[config.mk]
export PLATFORM = sky130hd
export DESIGN_NAME = trilevel_angle_pwm
export DESIGN_NICKNAME = d
export VERILOG_FILES = /design/src/rtl/tlp_pkg.sv /design/src/rtl/tlp_phase_acc.sv /design/src/rtl/tlp_angle_bank.sv /design/src/rtl/tlp_leg_slicer.sv /design/src/rtl/trilevel_angle_pwm.sv
export SDC_FILE = /design/constraint.sdc
export NUM_CORES = 1
export LEC_CHECK = 0
export ABC_CLOCK_PERIOD_IN_PS = 6000
export CORE_MARGIN = 2
export CORE_UTILIZATION = 60
export CTS_CLUSTER_DIAMETER = 100
export CTS_CLUSTER_SIZE = 8
export DETAILED_ROUTE_END_ITERATION = 12
export PLACE_DENSITY = 0.77
export SKIP_LAST_GASP = 1
export SLEW_MARGIN = 20
export SYNTH_ARGS = -nofsm -noshare
export SYNTH_HDL_FRONTEND = slang
export SYNTH_HIERARCHICAL = 1
export SYNTH_SLANG_ARGS = --single-unit
[constraint.sdc]
create_clock -name clk -period 6 [get_ports clk]
set_input_delay 0.6 -clock clk [delete_from_list [all_inputs] [get_ports clk]]
set_output_delay 0.6 -clock clk [all_outputs]
set_load 0.02 [all_outputs]
[src/rtl/tlp_pkg.sv]
package tlp_pkg;

  typedef enum logic [1:0] {
    LVL_ZERO = 2'b00,
    LVL_POS  = 2'b01,
    LVL_NEG  = 2'b11
  } lvl_e;

endpackage

[src/rtl/tlp_phase_acc.sv]
module tlp_phase_acc #(
  parameter int W = 16
) (
  input  logic         clk,
  input  logic         rst,
  input  logic         step_we,
  input  logic [W-1:0] step_data,
  output logic [W-1:0] acc_o,
  output logic         wrap_o
);

  logic [W-1:0] acc_q;
  logic [W-1:0] step_q;
  logic [W-1:0] sum;

  // carry out of the add marks the zero crossing of phase a
  assign {wrap_o, sum} = {1'b0, acc_q} + {1'b0, step_q};
  assign acc_o = acc_q;

  always_ff @(posedge clk) begin
    if (rst) begin
      acc_q  <= '0;
      step_q <= '0;
    end else begin
      acc_q <= sum;
      if (step_we) step_q <= step_data;
    end
  end

endmodule

[src/rtl/tlp_angle_bank.sv]
module tlp_angle_bank #(
  parameter int ANG_W  = 16,
  parameter int N_ANG  = 5,
  parameter int ADDR_W = 3
) (
  input  logic                   clk,
  input  logic                   rst,
  input  logic                   shadow_we,
  input  logic [ADDR_W-1:0]      shadow_idx,
  input  logic [ANG_W-1:0]       shadow_data,
  input  logic                   commit,
  input  logic                   wrap,
  output logic [N_ANG*ANG_W-1:0] active_o
);

  localparam logic [ANG_W-1:0] QUARTER = ANG_W'(1) << (ANG_W - 2);

  logic [ANG_W-1:0] shadow_q [N_ANG];
  logic [ANG_W-1:0] active_q [N_ANG];
  logic             pend_q;
  logic [N_ANG-1:0] ang_ok;
  logic             set_valid;
  logic             swap;

  // each angle below a quarter and above its predecessor
  for (genvar k = 0; k < N_ANG; k++) begin : g_chk
    if (k == 0) begin : g_first
      assign ang_ok[k] = shadow_q[k] < QUARTER;
    end else begin : g_rest
      assign ang_ok[k] = (shadow_q[k] < QUARTER) && (shadow_q[k-1] < shadow_q[k]);
    end
    assign active_o[k*ANG_W +: ANG_W] = active_q[k];
  end

  assign set_valid = &ang_ok;
  assign swap      = wrap && pend_q;

  always_ff @(posedge clk) begin
    if (rst) begin
      for (int k = 0; k < N_ANG; k++) begin
        shadow_q[k] <= QUARTER;
        active_q[k] <= QUARTER;
      end
      pend_q <= 1'b0;
    end else begin
      if (swap) begin
        for (int k = 0; k < N_ANG; k++) active_q[k] <= shadow_q[k];
      end
      for (int k = 0; k < N_ANG; k++) begin
        if (shadow_we && shadow_idx == ADDR_W'(k)) shadow_q[k] <= shadow_data;
      end
      if (shadow_we)   pend_q <= 1'b0;
      else if (commit) pend_q <= set_valid;
      else if (swap)   pend_q <= 1'b0;
    end
  end

endmodule

[src/rtl/tlp_leg_slicer.sv]
module tlp_leg_slicer
  import tlp_pkg::*;
#(
  parameter int               ANG_W  = 16,
  parameter int               N_ANG  = 5,
  parameter logic [ANG_W-1:0] OFFSET = '0
) (
  input  logic                   clk,
  input  logic                   rst,
  input  logic [ANG_W-1:0]       acc,
  input  logic [N_ANG*ANG_W-1:0] active_flat,
  output logic [1:0]             lvl_o,
  output logic                   edge_o
);

  logic [ANG_W-1:0] theta;
  logic             neg_half;
  logic [ANG_W-2:0] half_pos;
  logic [ANG_W-2:0] fold;
  logic             odd;
  lvl_e             lvl_n;
  logic [1:0]       lvl_q;
  logic             edge_q;

  assign theta    = acc - OFFSET;
  assign neg_half = theta[ANG_W-1];
  assign half_pos = theta[ANG_W-2:0];
  // second quarter mirrors about 90 degrees: fold = all-ones minus position
  assign fold     = half_pos[ANG_W-2] ? ~half_pos : half_pos;

  always_comb begin
    odd = 1'b0;
    for (int k = 0; k < N_ANG; k++) begin
      odd = odd ^ (active_flat[k*ANG_W +: ANG_W] <= {1'b0, fold});
    end
    if (!odd)          lvl_n = LVL_ZERO;
    else if (neg_half) lvl_n = LVL_NEG;
    else               lvl_n = LVL_POS;
  end

  always_ff @(posedge clk) begin
    if (rst) begin
      lvl_q  <= 2'b00;
      edge_q <= 1'b0;
    end else begin
      lvl_q  <= lvl_n;
      edge_q <= (lvl_n != lvl_q);
    end
  end

  assign lvl_o  = lvl_q;
  assign edge_o = edge_q;

endmodule

[src/rtl/trilevel_angle_pwm.sv]
module trilevel_angle_pwm #(
  parameter int ANG_W  = 16,
  parameter int N_ANG  = 5,
  parameter int N_PH   = 3,
  parameter int ADDR_W = 3
) (
  input  logic              clk,
  input  logic              rst,
  input  logic              wr_en,
  input  logic [ADDR_W-1:0] wr_addr,
  input  logic [ANG_W-1:0]  wr_data,
  output logic [2*N_PH-1:0] lvl_o,
  output logic [N_PH-1:0]   edge_o
);

  localparam logic [ADDR_W-1:0] ADDR_STEP   = ADDR_W'(N_ANG);
  localparam logic [ADDR_W-1:0] ADDR_COMMIT = ADDR_W'(N_ANG + 1);

  logic                   shadow_we;
  logic                   step_we;
  logic                   commit;
  logic [ANG_W-1:0]       acc;
  logic                   acc_wrap;
  logic [N_ANG*ANG_W-1:0] active_set;

  assign shadow_we = wr_en && (wr_addr < ADDR_STEP);
  assign step_we   = wr_en && (wr_addr == ADDR_STEP);
  assign commit    = wr_en && (wr_addr == ADDR_COMMIT);

  tlp_phase_acc #(.W(ANG_W)) u_acc (
    .clk       (clk),
    .rst       (rst),
    .step_we   (step_we),
    .step_data (wr_data),
    .acc_o     (acc),
    .wrap_o    (acc_wrap)
  );

  tlp_angle_bank #(.ANG_W(ANG_W), .N_ANG(N_ANG), .ADDR_W(ADDR_W)) u_bank (
    .clk         (clk),
    .rst         (rst),
    .shadow_we   (shadow_we),
    .shadow_idx  (wr_addr),
    .shadow_data (wr_data),
    .commit      (commit),
    .wrap        (acc_wrap),
    .active_o    (active_set)
  );

  for (genvar p = 0; p < N_PH; p++) begin : g_leg
    localparam logic [ANG_W-1:0] OFS = ANG_W'((longint'(p) << ANG_W) / N_PH);
    tlp_leg_slicer #(.ANG_W(ANG_W), .N_ANG(N_ANG), .OFFSET(OFS)) u_leg (
      .clk         (clk),
      .rst         (rst),
      .acc         (acc),
      .active_flat (active_set),
      .lvl_o       (lvl_o[2*p +: 2]),
      .edge_o      (edge_o[p])
    );
  end

endmodule

==> qor.txt <==
GRT overflow -> 0
row count -> 58
number of synthesized flops with an enable pin -> 160
CTS tree -> done
met3 GRT Util -> 3.81%
initial antenna violation count -> 0
synth unique cells -> 93
R2R Path End -> g_leg[2].u_leg/edge_o
hold-fix buffers at CTS -> 0
Async SR Flop Fraction -> 0%
synthesized cell area -> 15200 sq um
TNS Setup -> 0 ns
Syn Inst Count -> 1465
Die W -> 163 um
top-count cell post-synth -> ha_1
synthesized flop and latch total -> 202
area of the die -> 26600 sq um
Synth Net Count -> 1761
Fin Clk Skew -> 0.0325 ns
r2r startpoint -> u_acc/acc_o[11]
RSZ-0062 raised after global routing -> false
Ys Warns -> 6
# resized after CTS -> 0
Main synth FF type -> edfxtp_1
Worst-Margin Slew -> 1.06 ns
Worst Reg-to-Reg Cells -> 17
most frequent cells after synthesis -> ha_1, edfxtp_1, inv_1, a21oi_1, nor3_1
pin count of the biggest net entering global routing -> 64
sw frac -> 26.3%
met1 usage -> 46.2%
Synth top area share -> 31.6%
initial DRC count -> 1168
CP arrival -> 5.91 ns
core box area -> 25000 sq um
P_int -> 0.00272 W
first-pass GRT wire length -> 66800 um
CTS H-tree depth -> 1
multiplexer share of the synthesized area -> 1.43%
via count -> 11991
filler instances -> 1930
main combinational cell family by area after synthesis -> adder cells
DP HPWL -> 35300 um
Starting Density -> 60.7%
Max Cap Viol -> 0
Most Used Layer, Global Route -> met2
Port Buf Inserts -> 30
FF/Latch Area -> 5650 sq um
Comb pwr share -> 15.6%
Critical Path Sink Type -> flop
period utilisation layout -> 90.9%
nets -> 1813
vias in the first global route -> 11444
post-CTS setup buffers -> 0
Slew headroom -> 29.3%
VDD IR max -> 0.278 mV
share of cells above drive strength 1 -> 5.89%
Root Buffer -> clkbuf_16
Hold EP -> g_leg[2].u_leg/edge_o
Worst Slack Setup Final -> 0.549 ns
CTS buffer count -> 29
Net Switching -> 0.000974 W
Reg power frac -> 44.9%
pins over their slew limit -> 0
Remaining DRCs -> 0
met2 Use GR -> 52.9%
# setup viols final -> 0
worst reg-to-reg setup slack -> 0.55 ns
crit path time final -> 5.45 ns
register area share after synthesis -> 37.2%
compound-gate portion of the synthesized area -> 15.1%
DR WL/cell -> 23.8 um
drt pass-1 iters -> 6
CTS Sinks -> 202
status -> finished clean
Fmax -> 183 MHz
die height -> 163 um
pwr dens -> 220 nW/um^2
Vias/cell -> 6.45
final hold violation count -> 0
Clock power frac -> 39.6%
WS Path Type -> flop to flop
Synth area leaders -> edfxtp_1, ha_1, dfxtp_1, xnor2_1, a21oi_1
cell taking the most area after synthesis -> edfxtp_1
ant diodes -> 0
clk slew on worst S/H paths -> 0.05 ns
synthesized-area fraction occupied by xor and xnor cells -> 5.50%
# IOs -> 31
Total GRT Usage -> 33.5%
Final ANT Viol Nets -> 0
Adder-Cell Fraction of Synth Area -> 22.9%
routability cong. -> 1.05
drt total wl -> 44300 um
Lkg Pwr -> 7.15 nW
simple logic cell fraction of the synthesized area -> 14.5%
startpoint types -> flop
Critical Path RT -> 6.45 ns
Clk Latency, worst-skew pair -> 0.54 ns
Area growth syn-to-layout -> 10.4%
Worst Hold Class -> flop to flop
area taken by multi-input logic gates -> 9040 sq um
hold path depth -> 1
Max clock buf depth -> 3
DP Worst Slack -> 0.747 ns
Avg Cell Area, Syn -> 10.4 sq um
Worst Min Path Start -> g_leg[2].u_leg/lvl_o[0]
Worst Path Max Fanout -> 15
-- cells by family (layout without fill, tap and decap cells) --
logic type / after synthesis / in the layout
buffers and inverters: 137 / 201
xor gates and xnor gates: 88 / 88
AOI/OAI and AO/OA: 328 / 328
adders and majority gates: 278 / 278
DFF: 202 / 202
muxes: 21 / 21
and+or+nand+nor: 411 / 411
-- power groups by stage --
stage | clock network, W | registers [W] | logic (W)
detailed placement | 0 | 0.00168 | 0.000558
global placement | 0 | 0.00168 | 0.000541
finish | 0.00146 | 0.00166 | 0.000576
floorplan | 0 | 0.00164 | 0.000393
CTS | 0.00149 | 0.00166 | 0.000564
global route | 0.00154 | 0.00166 | 0.000638
-- layer usage --
layer,part of all wire (%),vias to the layer above
li1,-,5653
met1,44,5711
met2,45,509
met3,6.2,118
met4,5.4,0
met5,0,-
-- final cells by class --
type	instances	area share, %
Tap cell	330	2.46
Multi-Input combinational cell	1126	53.9
Timing Repair Buffer	50	2.75
Clock buffer	40	4.57
Inverter	108	2.42
Sequential cell	202	33.7
Clock inverter	3	0.254
-- registers in the layout, indices dropped and copies added (netlist names) --
register	flops
u_bank/active_q	80
u_bank/shadow_q	80
u_acc/acc_o	16
u_acc/step_q	16
g_leg.u_leg/lvl_o	6
g_leg.u_leg/edge_o	3
u_bank/pend_q	1
-- worst max-delay path: stages, from the launching register on --
cell and delay, ns:
dfxtp_1 0.74, and4bb_1 0.33, nand3_1 0.13, o211ai_4 0.15, xor2_1 0.32, buf_4 0.29
xor2_1 0.46, ha_1 0.35, and4_1 0.17, a221oi_1 0.28, o21ai_1 0.12, a2111oi_0 0.45
o21ai_0 0.19, a22oi_2 0.22, xnor3_1 0.40, xnor2_2 0.37, nor2_1 0.11, a221oi_2 0.26
-- placed cells by master (no fill, tap or decap), types with 42 or more instances in the layout --
master and instances:
a21o_1 48, a21oi_1 86, and2_1 42, dfxtp_1 42
edfxtp_1 160, ha_1 273, inv_1 108, nand2_1 59
nor2_1 73, nor3_1 82, o21ai_0 48, xnor2_1 62
-- worst max-delay path by stage --
stage                         start                     to  cells past startpoint
CTS                  u_acc/acc_o[1]  g_leg[1].u_leg/edge_o                     18
global route        u_acc/acc_o[11]  g_leg[2].u_leg/edge_o                     17
detailed placement   u_acc/acc_o[1]  g_leg[1].u_leg/edge_o                     18
floorplan           u_acc/acc_o[11]  g_leg[2].u_leg/edge_o                     17
global placement    u_acc/acc_o[11]  g_leg[2].u_leg/edge_o                     17
finish              u_acc/acc_o[11]  g_leg[2].u_leg/edge_o                     17
-- metrics by stage --
stage	instances	hold slack [ns]	cell area (sq um)	total power [W]	utilization, %
after detailed placement	1816	0.462	16000	0.00224	63.8
after floorplan	1465	0.427	15200	0.00204	-
after global placement	1816	0.454	16000	0.00222	63.8
after global routing	1859	0.510	16800	0.00384	67.0
final	1859	0.481	16800	0.00370	67.0
after CTS	1859	0.469	16800	0.00371	67.0
Power figures use the tool's default switching activity.
